File: src/rtl/msr_pkg.sv
package msr_pkg;

    localparam int CMD_W  = 16;
    localparam int STAT_W = 16;
    localparam int NFLAG  = 8;
    localparam int NERR   = 5;
    localparam int ERR_BASE = NFLAG - NERR;
    localparam int BUSY_POS = 13;

    // flag indices inside the register
    localparam int FL_EN  = 0;
    localparam int FL_MS  = 1;
    localparam int FL_ME  = 2;
    localparam int FL_TE  = 3;
    localparam int FL_RE  = 4;
    localparam int FL_AE  = 5;
    localparam int FL_TUE = 6;
    localparam int FL_RUE = 7;

    typedef struct packed {
        logic [NFLAG-1:0] flags;
        logic             pend_clr;
        logic [NERR-1:0]  mask;
    } msr_state_t;

    function automatic int cmd_set_pos(input int idx);
        case (idx)
            FL_EN:   return 1;
            FL_MS:   return 3;
            FL_ME:   return 7;
            FL_TE:   return 12;
            FL_RE:   return 13;
            FL_AE:   return 14;
            FL_TUE:  return 15;
            default: return 5;
        endcase
    endfunction

    function automatic int cmd_clr_pos(input int idx);
        case (idx)
            FL_EN:   return 0;
            FL_MS:   return 2;
            FL_ME:   return 6;
            FL_TE:   return 8;
            FL_RE:   return 9;
            FL_AE:   return 10;
            FL_TUE:  return 11;
            default: return 4;
        endcase
    endfunction

    function automatic int stat_pos(input int idx);
        case (idx)
            FL_EN:   return 0;
            FL_MS:   return 1;
            FL_ME:   return 14;
            FL_TE:   return 8;
            FL_RE:   return 9;
            FL_AE:   return 10;
            FL_TUE:  return 11;
            default: return 12;
        endcase
    endfunction

endpackage

File: src/rtl/msr_cmd_decode.sv
module msr_cmd_decode
    import msr_pkg::*;
(
    input  logic             cmd_we,
    input  logic [CMD_W-1:0] cmd_data,
    output logic [NFLAG-1:0] set_v,
    output logic [NFLAG-1:0] clr_v
);
    for (genvar i = 0; i < NFLAG; i++) begin : g_dec
        localparam int SP = cmd_set_pos(i);
        localparam int CP = cmd_clr_pos(i);
        assign set_v[i] = cmd_we & cmd_data[SP];
        assign clr_v[i] = cmd_we & cmd_data[CP];
    end
endmodule

File: src/rtl/msr_flag_next.sv
module msr_flag_next (
    input  logic cur,
    input  logic sw_set,
    input  logic sw_clr,
    input  logic hw_set,
    output logic nxt
);
    logic set_only;
    logic clr_only;

    always_comb begin
        set_only = sw_set & ~sw_clr;
        clr_only = sw_clr & ~sw_set;
        // hardware event beats a software clear in the same cycle
        nxt = set_only | hw_set | (cur & ~clr_only);
    end
endmodule

File: src/rtl/msr_mode_interlock.sv
module msr_mode_interlock (
    input  logic en_q,
    input  logic pend_q,
    input  logic sw_set,
    input  logic sw_clr,
    input  logic busy,
    output logic en_d,
    output logic pend_d
);
    logic set_only;
    logic clr_only;

    always_comb begin
        set_only = sw_set & ~sw_clr;
        clr_only = sw_clr & ~sw_set;
        en_d     = en_q;
        pend_d   = pend_q;
        if (set_only) begin
            en_d   = 1'b1;
            pend_d = 1'b0;
        end else if (clr_only) begin
            if (busy) begin
                pend_d = 1'b1;
            end else begin
                en_d   = 1'b0;
                pend_d = 1'b0;
            end
        end else if (pend_q && !busy) begin
            en_d   = 1'b0;
            pend_d = 1'b0;
        end
    end
endmodule

File: src/rtl/msr_status_reg.sv
module msr_status_reg
    import msr_pkg::*;
(
    input  logic              clk,
    input  logic              rst_n,
    input  logic              cmd_we,
    input  logic [CMD_W-1:0]  cmd_data,
    input  logic              cfg_we,
    input  logic [NERR-1:0]   cfg_data,
    input  logic              busy_i,
    input  logic [NERR-1:0]   err_evt_i,
    output logic [STAT_W-1:0] status_o,
    output logic [NERR-1:0]   ctrl_o,
    output logic              err_irq_o
);
    msr_state_t st_d, st_q;

    logic [NFLAG-1:0] set_v;
    logic [NFLAG-1:0] clr_v;
    logic [NFLAG-1:0] hw_v;
    logic [NFLAG-1:0] flag_nxt;
    logic             pend_nxt;

    msr_cmd_decode u_dec (
        .cmd_we   (cmd_we),
        .cmd_data (cmd_data),
        .set_v    (set_v),
        .clr_v    (clr_v)
    );

    // hardware events reach only the error flags, each gated by its mask bit
    for (genvar i = 0; i < NFLAG; i++) begin : g_hw
        if (i >= ERR_BASE) begin : g_err
            assign hw_v[i] = err_evt_i[i-ERR_BASE] & st_q.mask[i-ERR_BASE];
        end else begin : g_none
            assign hw_v[i] = 1'b0;
        end
    end

    msr_mode_interlock u_mode (
        .en_q   (st_q.flags[FL_EN]),
        .pend_q (st_q.pend_clr),
        .sw_set (set_v[FL_EN]),
        .sw_clr (clr_v[FL_EN]),
        .busy   (busy_i),
        .en_d   (flag_nxt[FL_EN]),
        .pend_d (pend_nxt)
    );

    for (genvar i = 1; i < NFLAG; i++) begin : g_flag
        msr_flag_next u_fn (
            .cur    (st_q.flags[i]),
            .sw_set (set_v[i]),
            .sw_clr (clr_v[i]),
            .hw_set (hw_v[i]),
            .nxt    (flag_nxt[i])
        );
    end

    always_comb begin
        st_d          = st_q;
        st_d.flags    = flag_nxt;
        st_d.pend_clr = pend_nxt;
        if (cfg_we && !st_q.flags[FL_EN]) begin
            st_d.mask = cfg_data;
        end
    end

    always_ff @(posedge clk or negedge rst_n) begin
        if (!rst_n) begin
            st_q <= '0;
        end else begin
            st_q <= st_d;
        end
    end

    always_comb begin
        status_o = '0;
        for (int i = 0; i < NFLAG; i++) begin
            status_o[stat_pos(i)] = st_q.flags[i];
        end
        status_o[BUSY_POS] = busy_i;
    end

    assign ctrl_o    = st_q.mask;
    assign err_irq_o = |st_q.flags[NFLAG-1:FL_ME];

endmodule

File: config.mk
export PLATFORM = sky130hd
export DESIGN_NAME = msr_status_reg
export DESIGN_NICKNAME = d
export VERILOG_FILES = /design/src/rtl/msr_pkg.sv /design/src/rtl/msr_cmd_decode.sv /design/src/rtl/msr_flag_next.sv /design/src/rtl/msr_mode_interlock.sv /design/src/rtl/msr_status_reg.sv
export SDC_FILE = /design/constraint.sdc
export NUM_CORES = 1
export LEC_CHECK = 0
export BUFFER_PORTS_ARGS = -buffer_cell sky130_fd_sc_hd__buf_2
export CAP_MARGIN = 15
export CORE_MARGIN = 3
export CORE_UTILIZATION = 44
export DETAILED_ROUTE_END_ITERATION = 7
export PLACE_DENSITY = 0.83
export SYNTH_ARGS = -nofsm -noshare
export SYNTH_HDL_FRONTEND = slang
export SYNTH_SLANG_ARGS = --single-unit
File: constraint.sdc
create_clock -name clk -period 3.1 [get_ports clk]
set_input_delay 0.62 -clock clk [delete_from_list [all_inputs] [get_ports clk]]
set_output_delay 0.62 -clock clk [all_outputs]
set_load 0.01 [all_outputs]
## Word level (Yosys, flattened, before mapping)

Index checks and enable logic that the tools add are counted.

| operators by class | value |
|---|---|
| order comparisons | 0 |
| bitwise operators | 79 |
| add/sub/neg operators | 0 |
| reduce and logical (&&, ||, !) cells | 7 |
| shift-type cells | 0 |
| mux-type cells | 7 |
| multipliers | 0 |
| divide/modulo/power cells | 0 |
| equality and inequality tests | 1 |

Operator list:

| operator | number |
|---|---|
| AND 1 bit | 44 |
| NOT 1 bit | 23 |
| bitwise OR 1 bit | 12 |
| 2-to-1 mux 1 bit | 7 |
| OR reduction 6 bit | 1 |
| inequality test 3 x 2 -> 1 bit (second input constant) | 1 |
| nonzero test 3 bit | 1 |
| logical AND 1 bit | 2 |
| zero test 1 bit | 2 |
| AND reduction 2 bit | 1 |

| word-level totals | value |
|---|---|
| register bits | 14 |
| output and inout port bits | 22 |
| ROM bits | 0 |
| memory bits (writable) | 0 |
| memories kept | 0 |
| latch bits | 0 |
| input bits | 31 |
| logic and storage cells | 98 |

## Longest topological paths before layout

Gate-level depths: netlist (run 1).

| logic depth | value |
|---|---|
| word-level depth | 6 |
| gate-level depth with buffers | 5 |
| depth with buffers taken out | 3 |

## Hierarchy

From an unflattened synthesis (run 1), not the netlist that was laid out.

| unflattened totals | value |
|---|---|
| cell total of the unflattened synthesis | 102 |
| area, all modules | 967.2 um^2 |

By module, submodules not included:

| module | area an instance (um^2) | sequential area each (um^2) | cells each | times used |
|---|---|---|---|---|
| msr_status_reg | 626.9 | 350.3 | 50 | 1 |
| msr_flag_next | 22.5 | 0.0 | 4 | 7 |
| msr_cmd_decode | 126.4 | 0.0 | 17 | 1 |
| msr_mode_interlock | 56.3 | 0.0 | 7 | 1 |

## Least setup slack after synthesis (run 1)

No wires, ideal clock.

| timing path | value |
|---|---|
| path type | flip-flop to output port |
| start | register st_q, in the netlist status_o[9] |
| end | output port err_irq_o |
| stages on the path, launching flop included | 3 |
| arrival | 0.760 ns |
| buffers on the path | 0 |
| required time | 2.480 ns |
| slack | 1.720 ns |
| cells stage by stage | dfrtp_1 nor4_1 nand2_1 |

| on the way | value |
|---|---|
| word-level cells in the longest chain between the ends | 1 |

RTL lines:

| item | line | RTL |
|---|---|---|
| start, declared | msr_status_reg.sv:16 | `msr_state_t st_d, st_q;` |
| start signal, assigned | msr_status_reg.sv:73 | `st_q <= st_d;` |
| OR reduction 6 bit | msr_status_reg.sv:86 | `assign err_irq_o = \|st_q.flags[NFLAG-1:FL_ME];` |
| end, declared | msr_status_reg.sv:14 | `output logic err_irq_o` |

Every way passes these cells.

## Final worst setup path (run 1)

| timing path | value |
|---|---|
| start | register st_q, in the netlist status_o[10] |
| end | output port err_irq_o |

The elaborated chain is that of the path after synthesis.

==> results by group, run 1 <==
Power and ir drop
  • Clock power share: 21.0%
  • Part of the power in combinational logic: 33.6%
  • Net switching power: 0.216 mW
  • Pleak: 0.533 nW
  • Sw Share: 34.0%
  • Int Power: 0.421 mW
  • Power Density: 637 mW/mm2
  • VDD IR-drop max: 0.419 mV
  • Reg power frac: 45.3%

Synthesis
  • Syn Std Cell Area: 827 um2
  • Leading cell type by number of instances after synthesis: buf_4
  • Synth cell count leaders: buf_4 (16), a21oi_1 (15), dfrtp_1 (14)
  • Ys flop type: dfrtp_1
  • Yosys warning count: 0
  • Seq/Total Area, Yosys: 42.4%
  • Post-synth EDFFs: 0
  • Synth Instances: 91
  • #FFs+latches synth: 14
  • Netlist cell types: 18
  • Top cell type's share of synthesized area: 42.4%
  • Cell taking the most area after synthesis: dfrtp_1
  • Area contributors post-synth: dfrtp_1 (42%), buf_4 (15%), a21oi_1 (9.1%)
  • Ys async rst share: 100%
  • Synthesized area per cell: 9.09 um2

Clocking
  • Clk Latency, worst-skew pair: 0.28 ns
  • TritonCTS Sinks: 14
  • CTS root buffer: clkbuf_4
  • H-tree depth: 1
  • Cts repair resizes: 0
  • CTS clk-pin slew, worst paths: 0.09 ns
  • CTS tree: yes
  • Post-CTS Hold Buffers: 0
  • Total CTS buffers: 3
  • Post CTS Setup Buffer Count: 0
  • Clock tree buffer depth: 2

Drt
  • DR WL/cell: 11.4 um
  • Routed WL: 1750 um
  • Final ANT Viol Nets: 0
  • Routed via count: 708
  • DRC Markers: 0
  • DRT iter0 DRCs: 9
  • Via density: 4.63
  • DR pass1 iterations: 2

Layout
  • P&R area growth vs syn: 20.9%
  • Layout cells sized above 1: 43.8%
  • Diode count: 0
  • Design Area, Final: 1000 um2
  • Nets@finish: 160
  • Final Core Density: 57.3%

Min path
  • Hold Crit Class: primary input to async pin

Worst setup path
  • CP Max Fanout: 4
  • Critical path type: register to output port
  • Crit start category: register
  • Worst endpoint data arrival time: 1.19 ns
  • Critical Path RT: 2.48 ns
  • Crit end category: output port

Global routing
  • First-pass GRT wire length: 3060 um
  • Initial antenna violation count: 0
  • Grt total ovfl: 0
  • Vias in the first global route: 689
  • Pin count of the biggest net entering global routing: 19
  • Tot GR Track Use: 16.3%

Timing
  • Final Hold Fails: 0
  • Setup_tns: 0 ns
  • RSZ-0062 raised after global routing: false
  • Clock Skew: 0.000890 ns
  • Final cycle utilization of the critical path: 58.5%
  • Min cycle time layout: 1.81 ns
  • Fmax: 551 MHz
  • Hold Slack: 0.215 ns
  • Max-slew violation count: 0
  • # setup viols final: 0

Placed design
  • Placement Cell Area: 963 um2
  • Post-DP HPWL: 1400 um
  • GPL Wtd Cong: 0.720
  • Port Buf Inserts: 45

Die
  • IO Count: 53
  • Core Box Area: 0.00175 mm2
  • Chip Width: 49.4 um
  • Die Span Y: 49.4 um
  • Die footprint: 0.00244 mm2
  • Starting density of the core: 47.4%
  • Site Rows: 15

Run status
  • Status: finished, final reports clean

Flow run
  • Max Cap Violations: 0
## worst max-delay path: stages, from the launching register on
cell and delay, ns:
dfrtp_1 0.42, nor4_1 0.28, nand2_1 0.07, buf_2 0.14
## area by class of cell
type                       instances  area, um2
multi-input combinational         57        327
timing repair buffer              45        225
fill                             168        746
tap                               25       31.3
clock buffer                       4       36.3
inverter                           8       30.0
sequential                        14        350
## flip-flops by register name, indices dropped and copies added, names as in the netlist
name and flops:
status_o 8, st_q 1, ctrl_o 5
## path summary, 6_finish.rpt
check	startpoint	cells past startpoint	slack, ns	endpoint
min in group clk	ctrl_o[3]	2	0.52	status_o[11]
setup reg to reg	status_o[0]	2	1.94	ctrl_o[1]
max in group asynchronous	rst_n	1	2.65	ctrl_o[3]
hold reg to reg	ctrl_o[3]	2	0.52	status_o[11]
hold / removal	rst_n	1	0.21	ctrl_o[1]
setup / recovery	status_o[10]	3	1.29	err_irq_o
## power by group through the flow
stage	logic, mW	clock network (mW)	registers [mW]
floorplan	0.157	0	0.298
global placement	0.213	0	0.287
detailed placement	0.217	0	0.293
CTS	0.218	0.137	0.289
global route	0.239	0.140	0.303
finish	0.214	0.134	0.289
## per-layer routing
metal  up-vias  track usage, %  wire length, um
li1        353               -                -
met1       317            21.3              709
met2        34            24.6              821
met3         4            3.98              189
met4         0            8.53               27
met5         -               0                0
## cells in the final DEF (no fill, tap or decap)
| cell | Yosys | routed |
|---|---|---|
| clkbuf_4 | 0 | 3 |
| conb_1 | 1 | 7 |
| nor2_1 | 3 | 3 |
| o21ai_1 | 5 | 5 |
| nand2_1 | 13 | 13 |
| dfrtp_1 | 14 | 14 |
| a21oi_1 | 15 | 15 |
| and2_1 | 1 | 1 |
| inv_1 | 8 | 8 |
| o21ai_0 | 1 | 1 |
| nor4_1 | 1 | 1 |
| nor3b_1 | 1 | 1 |
| nor2b_4 | 2 | 2 |
| mux2_2 | 2 | 2 |
| mux2_4 | 3 | 3 |
| clkbuf_8 | 0 | 1 |
| buf_2 | 0 | 45 |
| o22ai_1 | 2 | 2 |
| a22oi_1 | 1 | 1 |
## metrics by stage
step                      power, mW  setup slack (ns)  instances
after global routing          0.682              1.22        153
after floorplan               0.455              1.72         97
after global placement        0.501              1.61        149
after detailed placement      0.509              1.59        149
final                         0.637              1.29        153
after CTS                     0.644              1.28        153
## logic make-up after synthesis
logic type / share of synthesized area (%)
multiplexers: 8.17
buffers and inverters: 20.9
other: 0.453
AO/OA/AOI/OAI: 15.1
flip-flops: 42.4
AND/OR/NAND/NOR: 13.0
No activity file was read; power rests on OpenSTA's default activity.
==> run 2: changes to the inputs <==
--- a/config.mk
+++ b/config.mk
@@ -5,12 +5,13 @@
 export SDC_FILE = /design/constraint.sdc
 export NUM_CORES = 1
 export LEC_CHECK = 0
+export ABC_AREA = 1
 export BUFFER_PORTS_ARGS = -buffer_cell sky130_fd_sc_hd__buf_2
 export CAP_MARGIN = 15
 export CORE_MARGIN = 3
-export CORE_UTILIZATION = 44
+export CORE_UTILIZATION = 37
 export DETAILED_ROUTE_END_ITERATION = 7
-export PLACE_DENSITY = 0.83
+export PLACE_DENSITY = 0.75
 export SYNTH_ARGS = -nofsm -noshare
 export SYNTH_HDL_FRONTEND = slang
 export SYNTH_SLANG_ARGS = --single-unit
==> constraint.sdc (replaced) <==
create_clock -name clk -period 1.6 [get_ports clk]
set_input_delay 0.32 -clock clk [delete_from_list [all_inputs] [get_ports clk]]
set_output_delay 0.32 -clock clk [all_outputs]
set_load 0.01 [all_outputs]
==> results by group, run 2 <==
Synthesis
  • Yosys warning count: 0 (unchanged)
  • Synth cell count leaders: nand2_1 (23), nand3_1 (18), buf_4 (16)
  • #FFs+latches synth: 14 (unchanged)
  • Leading cell type by number of instances after synthesis: nand2_1
  • Ys flop type: dfrtp_1
  • Top cell type's share of synthesized area: 43.4% (+1.1 points)
  • Ys async rst share: 100% (unchanged)
  • Syn Std Cell Area: 807 um2 (-2.4%)
  • Synthesized area per cell: 8.15 um2 (-10%)
  • Cell taking the most area after synthesis: dfrtp_1
  • Netlist cell types: 12 (-6)
  • Synth Instances: 99 (+8.8%)
  • Post-synth EDFFs: 0 (unchanged)
  • Seq/Total Area, Yosys: 43.4% (+1.1 points)
  • Area contributors post-synth: dfrtp_1 (43%), buf_4 (15%), nand3_1 (11%)

Timing
  • Max-slew violation count: 0 (unchanged)
  • Fmax: 758 MHz
  • Min cycle time layout: 1.32 ns
  • Final Hold Fails: 0 (unchanged)
  • Final cycle utilization of the critical path: 82.4%
  • RSZ-0062 raised after global routing: false
  • Setup_tns: 0 ns (unchanged)
  • # setup viols final: 0 (unchanged)
  • Clock Skew: 0.00890 ns (+0.00801 ns)

Die
  • Die footprint: 0.00278 mm2 (+14%)
  • Site Rows: 16 (+1)
  • Core Box Area: 0.00202 mm2 (+16%)
  • IO Count: 53 (unchanged)
  • Die Span Y: 52.7 um (+6.8%)
  • Chip Width: 52.7 um (+6.8%)
  • Starting density of the core: 39.9% (-7.5 points)

Worst setup path
  • CP Max Fanout: 3 (-1)
  • Worst endpoint data arrival time: 1.00 ns (-0.19 ns)
  • Critical path type: register to output port
  • Critical Path RT: 1.28 ns (-1.20 ns)
  • Worst R2R Setup Slack: 0.69 ns (-1.25 ns)
  • Crit start category: register
  • Highest-delay cell along the critical path: dfrtp_1
  • CP bufs+invs: 1 (unchanged)
  • Slowest stage delay, CP: 0.41 ns (about the same)
  • Delay-heaviest family, CP: flip-flops
  • Worst-path cell chain: nor2_1, nand3_1, buf_2
  • Crit end category: output port

Clocking
  • CTS tree: yes
  • Clock tree buffer depth: 2 (unchanged)
  • Total CTS buffers: 3 (unchanged)
  • CTS root buffer: clkbuf_4
  • Post CTS Setup Buffer Count: 0 (unchanged)
  • Clk Latency, worst-skew pair: 0.27 ns (about the same)
  • Post-CTS Hold Buffers: 1 (+1)
  • Cts repair resizes: 0 (unchanged)
  • CTS clk-pin slew, worst paths: 0.07 ns (-0.02 ns)
  • H-tree depth: 1 (unchanged)
  • TritonCTS Sinks: 14 (unchanged)

Min path
  • Hold Crit Class: primary input to register

Layout
  • Nets@finish: 170 (+6.3%)
  • P&R area growth vs syn: 22.6%
  • Diode count: 0 (unchanged)
  • Max reg flops: 8 (unchanged)
  • Most frequent cells in the layout: buf_2 (45), nand2_1 (23), nand3_1 (18), dfrtp_1 (14)
  • Layout cells sized above 1: 42.3% (-1.4 points)
  • Fill cell count: 212 (+26%)
  • Most common cell after layout, fill and taps aside: buf_2

Power and ir drop
  • VDD IR-drop max: 0.389 mV (-7.2%)
  • Power Density: 985 mW/mm2 (+55%)
  • Pleak: 0.547 nW (+2.7%)
  • Sw Share: 33.8% (-0.13 points)
  • Part of the power in combinational logic: 30.5% (-3.1 points)
  • Net switching power: 0.330 mW (+52%)
  • Reg power frac: 49.9% (+4.6 points)
  • Clock power share: 19.6% (-1.4 points)
  • Overall Power: 0.975 mW (+53%)
  • Int Power: 0.645 mW (+53%)

Global routing
  • Grt total ovfl: 0 (unchanged)
  • Initial antenna violation count: 0 (unchanged)
  • Tot GR Track Use: 12.2% (-4.1 points)
  • Pin count of the biggest net entering global routing: 15 (-4)
  • First-pass GRT wire length: 2500 um (-18%)
  • Vias in the first global route: 640 (-7.1%)

Placed design
  • Post-DP HPWL: 1390 um (-0.85%)
  • GPL Wtd Cong: 0.699 (-2.8%)
  • Port Buf Inserts: 45 (unchanged)

Drt
  • Routed via count: 730 (+3.1%)
  • DR pass1 iterations: 4 (+2)
  • Via density: 4.45 (-3.8%)
  • DR WL/cell: 10.2 um (-11%)
  • Routed WL: 1680 um (-4.2%)
  • DRC Markers: 0 (unchanged)
  • Final ANT Viol Nets: 0 (unchanged)
  • DRT iter0 DRCs: 6 (-3)

Flow run
  • Max Cap Violations: 0 (unchanged)

Run status
  • Status: finished, final reports clean
==> run 2: power by group through the flow <==
stage               Combinational (mW)  Sequential (mW)  Clock (mW)
floorplan                        0.208            0.500           0
global placement                 0.295            0.491           0
detailed placement               0.301            0.493           0
CTS                              0.304            0.486       0.200
global route                     0.337            0.495       0.218
finish                           0.298            0.486       0.191
==> run 2: worst paths after layout <==
check                            startpoint  cells past startpoint      endpoint
worst max-delay path            status_o[9]                      3     err_irq_o
worst min-delay path            cmd_data[2]                      2   status_o[1]
worst max register to register  status_o[0]                      4     ctrl_o[0]
worst min register to register  status_o[0]                      2   status_o[0]
max in group asynchronous             rst_n                      2   status_o[1]
min in group asynchronous             rst_n                      2  status_o[11]
==> run 2: area by class of cell <==
class | count | area [um2] | area share (%)
flip-flops and latches | 14 | 350 | 35.4
multi-input cells | 67 | 322 | 32.5
repair buffers | 46 | 235 | 23.8
well taps | 27 | 33.8 | 3.41
inverters | 7 | 26.3 | 2.65
clock buffers | 3 | 22.5 | 2.28
==> run 2: through the flow <==
stage | cells | hold slack, ns | area [um2] | utilization, % | worst slack, ns
CTS | 164 | 0.228 | 990 | 48.9 | 0.261
global route | 164 | 0.227 | 990 | 48.9 | 0.205
floorplan | 105 | 0.0244 | 830 | - | 0.681
detailed placement | 160 | 0.230 | 957 | 47.3 | 0.524
global placement | 160 | 0.227 | 957 | 47.3 | 0.548
finish | 164 | 0.239 | 990 | 48.9 | 0.281
==> run 2: cells by family after synthesis <==
family | synth area share, %
other | 0.465
flip-flops | 43.4
AO/OA/AOI/OAI | 8.53
AND/OR/NAND/NOR | 28.1
buffers and inverters | 19.5
==> run 2: layer usage <==
layer  up-vias  track usage, %  wire length [um]
met5         -               0                 0
met4         0            7.66                17
met3         2            2.28               153
met2        31            22.1               821
met1       320            12.7               683
li1        377               -                 -
